[src/rtl/brt_pkg.sv]
package brt_pkg;

    typedef enum logic [1:0] {
        CTR_STRONG_NT = 2'd0,
        CTR_WEAK_NT   = 2'd1,
        CTR_WEAK_T    = 2'd2,
        CTR_STRONG_T  = 2'd3
    } ctr_e;

    localparam logic [1:0] FLUSH_NONE = 2'b00;
    localparam logic [1:0] FLUSH_BOTH = 2'b11;

    // saturating step of the direction counter
    function automatic logic [1:0] ctr_step(input logic [1:0] cur, input logic taken);
        logic [1:0] nxt;
        if (taken) nxt = (cur == CTR_STRONG_T)  ? cur : cur + 2'd1;
        else       nxt = (cur == CTR_STRONG_NT) ? cur : cur - 2'd1;
        return nxt;
    endfunction

    function automatic logic ctr_says_taken(input logic [1:0] cur);
        return cur[1];
    endfunction

endpackage

[src/rtl/brt_cam.sv]
module brt_cam #(
    parameter int N    = 16,
    parameter int W    = 32,
    parameter int IW   = 4
) (
    input  logic [N-1:0]        vld,
    input  logic [N-1:0][W-1:0] tags,
    input  logic [W-1:0]        key,
    output logic                hit,
    output logic [IW-1:0]       idx
);
    logic [N-1:0] match;

    generate
        for (genvar g = 0; g < N; g++) begin : g_cmp
            assign match[g] = vld[g] && (tags[g] == key);
        end
    endgenerate

    always_comb begin
        idx = '0;
        for (int i = 0; i < N; i++) begin
            if (match[i]) idx = IW'(i);
        end
    end

    assign hit = |match;

endmodule

[src/rtl/brt_onehot_dec.sv]
module brt_onehot_dec #(
    parameter int N  = 16,
    parameter int IW = 4
) (
    input  logic          en,
    input  logic [IW-1:0] sel,
    output logic [N-1:0]  onehot
);
    generate
        for (genvar g = 0; g < N; g++) begin : g_dec
            assign onehot[g] = en && (sel == IW'(g));
        end
    endgenerate
endmodule

[src/rtl/brt_predictor.sv]
module brt_predictor
    import brt_pkg::*;
#(
    parameter int ENTRIES     = 16,
    parameter int PC_W        = 32,
    parameter int INSTR_BYTES = 4
) (
    input  logic            clk,
    input  logic            rst_n,
    input  logic            lk_valid,
    input  logic [PC_W-1:0] lk_pc,
    input  logic            upd_valid,
    input  logic [PC_W-1:0] upd_pc,
    input  logic            upd_taken,
    input  logic [PC_W-1:0] upd_target,
    input  logic [PC_W-1:0] upd_pred_npc,
    output logic            pred_valid_o,
    output logic            pred_hit_o,
    output logic            pred_taken_o,
    output logic [PC_W-1:0] pred_npc_o,
    output logic [1:0]      flush_o,
    output logic [PC_W-1:0] redirect_o
);
    localparam int IDX_W = (ENTRIES > 1) ? $clog2(ENTRIES) : 1;
    localparam logic [PC_W-1:0] STEP = PC_W'(INSTR_BYTES);

    typedef struct packed {
        logic [ENTRIES-1:0]           vld;
        logic [ENTRIES-1:0][PC_W-1:0] tag;
        logic [ENTRIES-1:0][PC_W-1:0] tgt;
        logic [ENTRIES-1:0][1:0]      ctr;
        logic [IDX_W-1:0]             ptr;
        logic                         pv;
        logic                         ph;
        logic                         pt;
        logic [PC_W-1:0]              pnpc;
        logic [1:0]                   flush;
        logic [PC_W-1:0]              redir;
    } state_t;

    state_t s_q, s_d;

    logic               lk_hit, up_hit;
    logic [IDX_W-1:0]   lk_idx, up_idx;
    logic [ENTRIES-1:0] alloc_oh;

    brt_cam #(.N(ENTRIES), .W(PC_W), .IW(IDX_W)) u_lk_cam (
        .vld (s_q.vld), .tags(s_q.tag), .key(lk_pc),
        .hit (lk_hit),  .idx (lk_idx)
    );

    brt_cam #(.N(ENTRIES), .W(PC_W), .IW(IDX_W)) u_up_cam (
        .vld (s_q.vld), .tags(s_q.tag), .key(upd_pc),
        .hit (up_hit),  .idx (up_idx)
    );

    brt_onehot_dec #(.N(ENTRIES), .IW(IDX_W)) u_victim (
        .en    (upd_valid && !up_hit),
        .sel   (s_q.ptr),
        .onehot(alloc_oh)
    );

    always_comb begin
        logic [PC_W-1:0] actual_npc;
        logic            mis;
        logic            lk_t;

        s_d = s_q;

        // lookup path: reads only the registered table
        lk_t      = lk_valid && lk_hit && ctr_says_taken(s_q.ctr[lk_idx]);
        s_d.pv    = lk_valid;
        s_d.ph    = lk_valid && lk_hit;
        s_d.pt    = lk_t;
        if (!lk_valid)  s_d.pnpc = '0;
        else if (lk_t)  s_d.pnpc = s_q.tgt[lk_idx];
        else            s_d.pnpc = lk_pc + STEP;

        // resolution check
        actual_npc = upd_taken ? upd_target : upd_pc + STEP;
        mis        = upd_valid && (actual_npc != upd_pred_npc);
        s_d.flush  = mis ? FLUSH_BOTH : FLUSH_NONE;
        s_d.redir  = mis ? actual_npc : '0;

        // training or allocation
        if (upd_valid) begin
            if (up_hit) begin
                s_d.ctr[up_idx] = ctr_step(s_q.ctr[up_idx], upd_taken);
                if (upd_taken) s_d.tgt[up_idx] = upd_target;
            end else begin
                for (int i = 0; i < ENTRIES; i++) begin
                    if (alloc_oh[i]) begin
                        s_d.vld[i] = 1'b1;
                        s_d.tag[i] = upd_pc;
                        s_d.tgt[i] = upd_target;
                        s_d.ctr[i] = CTR_WEAK_NT;
                    end
                end
                s_d.ptr = (s_q.ptr == IDX_W'(ENTRIES - 1)) ? '0 : s_q.ptr + 1'b1;
            end
        end
    end

    always_ff @(posedge clk or negedge rst_n) begin
        if (!rst_n) s_q <= '0;
        else        s_q <= s_d;
    end

    assign pred_valid_o = s_q.pv;
    assign pred_hit_o   = s_q.ph;
    assign pred_taken_o = s_q.pt;
    assign pred_npc_o   = s_q.pnpc;
    assign flush_o      = s_q.flush;
    assign redirect_o   = s_q.redir;

endmodule

[config.mk]
export PLATFORM = sky130hd
export DESIGN_NAME = brt_predictor
export DESIGN_NICKNAME = d
export VERILOG_FILES = /design/src/rtl/brt_pkg.sv /design/src/rtl/brt_cam.sv /design/src/rtl/brt_onehot_dec.sv /design/src/rtl/brt_predictor.sv
export SDC_FILE = /design/constraint.sdc
export NUM_CORES = 2
export LEC_CHECK = 0
export CORE_AREA = 2 2 473 475
export DETAILED_ROUTE_END_ITERATION = 16
export DIE_AREA = 0 0 475 477
export DONT_BUFFER_PORTS = 1
export SYNTH_ARGS = -nofsm -noshare
export SYNTH_HDL_FRONTEND = slang
export SYNTH_SLANG_ARGS = --single-unit
[constraint.sdc]
create_clock -name clk -period 3.6 [get_ports clk]
set_input_delay 0.36 -clock clk [delete_from_list [all_inputs] [get_ports clk]]
set_output_delay 0.36 -clock clk [all_outputs]
set_load 0.01 [all_outputs]
==> impl_metrics.toml <==
[placed_design]
placedCellCount = 9817
port_buffers = 0
hpwl_um = 179000
place_ws_ns = -1.09
placed_area_um2 = 75800
gp_congestion = 0.959

[logic_synthesis]
synth_area_um2 = 66000
avgSynthCellArea_um2 = 10.3
synth_seq_cells = 1144
yosysSeqAreaShare_pct = 43.4
ys_async_sr_fraction_pct = 100
yosys_warnings = 0
synth_ff_type = "dfrtp_1"
syn_nets = 6577
netlist_instances = 6438
netlist-cell-type-count = 101
synth_edf_count = 0

[global_route]
gr-usage-all-layers_pct = 27.0
grt_max_degree = 261
grt_pass1_wl_um = 436000
grt_pass1_vias = 56999
antenna_found_initial = 36
overflow = 0

[critical_path]
cpMaxStageDelayCell = "dfrtp_2"
path_class = "register to register"
arrival_ns = 5.02
worstPathRequired_ns = 4.33
cp_slowest_stage_delay_ns = 0.45
worst_setup_path_start_kind = "register"
path_cells = "buf_4 -> xor2_1 -> nor4_1 -> nand2_1 -> nor4_4 -> buf_4 -> and4b_1 -> o311a_4 -> or2_1 -> nor4_1 -> a311o_1 -> nor2_1 -> a311o_2 -> buf_12 -> buf_12 -> a21oi_4 -> o21a_1"
cp_max_fo = 8
cp-end-kind = "register"

[hold_path]
hold_path_class = "input port to register"

[clock_network]
cts_tree = "yes"
cts_hold_buf = 98
htree_levels = 4
cts.sinks = 1144
clock_latency_ns = 0.81
cts_made_buffers = 133
path_clk_slew_ns = 0.06
max-clock-path-buffers = 3
cts_root_buffer = "clkbuf_16"

[timing]
worst_slack_ns = -0.687
hold_viol = 33
worst_pin_slew_ns = 1.19
holdWs_ns = -0.381
setup_viol = 860
rsz0062_at_grt = "yes"
finClkSkew_ns = 0.0304
drv_slew = 0
relSlewSlack_pct = 19.7
max_clock_freq_ghz = 0.233
post-route-min-period_ns = 4.29
final.period_utilization_pct = 119

[power_and_ir_drop]
pwr-share-seq_pct = 37.6
p_int_uw = 39200
p_comb_share_pct = 38.9
clockPowerShare_pct = 23.6
p_sw_share_pct = 35.6
ir_drop_v = 0.000533
finalPower_uw = 60800
p_leak_uw = 0.0389
switching_power_uw = 21600
power-per-cell-area_nw_per_um2 = 703

[die]
core_um2 = 221000
die_h_um = 477
start_util_pct = 29.8
fp-row-count = 173
dieArea_um2 = 227000
io_pins = 202
die_w_um = 475

[final_layout]
fin_cells = 10320
fill_cells = 21216
mostFrequentLayoutCell = "dfrtp_1"
fin_area_um2 = 86600
drive_gt1_share_pct = 34.4
final_cell_mix = "dfrtp_1 (1143), buf_4 (840), nand2_1 (801), xor2_1 (751), mux2_2 (695)"
nNetsFinal = 7347
area_growth_pct = 31.2

[detailed_routing]
drt-initial-drc-count = 7877
ant_nets = 0
via_per_inst = 5.69
vias = 58702
dr.pass1.iters = 6
drc_errors = 0
wl_per_cell_um = 30.9
drt-total-wl_um = 319000

[flow_run]
drv_cap = 0

[status]
status = "finished with violations"
failed_checks = "hold timing, setup timing"
[power by group through the flow]
stage / registers, uW / clock network, uW / logic (uW)
global placement: 22400 / 0 / 20700
detailed placement: 22700 / 0 / 21100
CTS: 22600 / 14400 / 22400
global route: 23400 / 15000 / 25400
floorplan: 22000 / 0 / 13400
finish: 22800 / 14300 / 23700
[flip-flops by register name (all words and copies together), names as in the netlist]
name          flops
pred_valid_o      1
redirect_o       32
s_q            1076
pred_taken_o      1
pred_hit_o        1
pred_npc_o       32
flush_o           1
[final timing paths]
| check | startpoint | to | slack, ns | cells past startpoint |
|---|---|---|---|---|
| worst max-delay path | s_q[788] | pred_npc_o[25] | -0.69 | 17 |
| worst min-delay path | lk_valid | pred_valid_o | -0.38 | 0 |
| worst max register to register | s_q[788] | pred_npc_o[25] | -0.69 | 17 |
| worst min register to register | s_q[427] | s_q[427] | 0.49 | 1 |
| max in group asynchronous | rst_n | s_q[733] | 0.07 | 6 |
| min in group asynchronous | rst_n | s_q[294] | 0.19 | 2 |
[synth_stat cells, types with 32 or more instances]
library cell | number | share of area (%)
mux2i_1 | 124 | 1.9
mux2_1 | 38 | 0.65
clkbuf_1 | 199 | 1.1
a21oi_1 | 157 | 1.2
nand2_1 | 808 | 4.6
nand2b_1 | 51 | 0.48
a211oi_1 | 34 | 0.39
nor3_1 | 171 | 1.3
nand3_1 | 129 | 0.98
dfrtp_1 | 1144 | 43
inv_1 | 41 | 0.23
o21ai_0 | 103 | 0.78
buf_2 | 179 | 1.4
nor2_1 | 247 | 1.4
mux2_2 | 797 | 14
nand4b_1 | 34 | 0.45
nor4_1 | 316 | 3.0
xnor2_1 | 329 | 4.4
xor2_1 | 766 | 10
buf_4 | 109 | 1.2
nand4_1 | 176 | 1.7
o21ai_1 | 32 | 0.24
[repair_timing]
action,in CTS,in global routing
gates cloned,22,15
setup endpoints to repair,1108,1408
endpoints found under the hold margin,1208,33
pin swaps,121,114
resized for setup,341,331
setup buffers,74,39
[kinds of logic (layout without fill, tap and decap cells)]
kind of cell               count (synthesis)  in the layout  synth area share, %
buffers and inverters                    578           1458                 4.57
AOI/OAI and AO/OA                        515            515                 5.00
adders and majority gates                  7              7                0.131
other                                      0             27                    0
DFF                                     1144           1144                 43.4
muxes                                    959            959                 16.1
xor gates and xnor gates                1095           1095                 14.5
and+or+nand+nor                         2140           2140                 16.3
[area by class of cell]
| type | instances | area [um^2] | share of cell area, % |
|---|---|---|---|
| multi-input cells | 4716 | 37500 | 43.3 |
| flip-flops and latches | 1144 | 28600 | 33.1 |
| repair buffers | 1168 | 11900 | 13.8 |
| clock buffers | 189 | 3800 | 4.39 |
| well taps | 2975 | 3720 | 4.30 |
| clock inverters | 56 | 739 | 0.854 |
| inverters | 45 | 184 | 0.212 |
| diodes | 27 | 67.6 | 0.0780 |
[routing by layer]
| layer | GRT usage [%] | vias up | wire length [um] |
|---|---|---|---|
| li1 | - | 24105 | - |
| met1 | 35.0 | 29568 | 124000 |
| met2 | 39.3 | 3929 | 134000 |
| met3 | 8.12 | 1086 | 38500 |
| met4 | 16.0 | 14 | 22400 |
| met5 | 0 | - | 95 |
[worst max-delay path, delay by kind of cell (launching register included)]
| kind | cells | cell delay, ns |
|---|---|---|
| AND/OR/NAND/NOR | 7 | 1.50 |
| XOR/XNOR | 1 | 0.18 |
| buffers and inverters | 4 | 0.73 |
| AO/OA/AOI/OAI | 5 | 1.30 |
| flip-flops | 1 | 0.45 |
[stage by stage]
step | TNS [ns] | util (%)
final | -301.84 | 39.1
after global routing | -376.24 | 39.1
after CTS | -241.86 | 38.1
after detailed placement | -649.97 | 34.2
after global placement | -603.29 | 34.2
after floorplan | -4.13 | -
(Power assumes the default switching activity.)
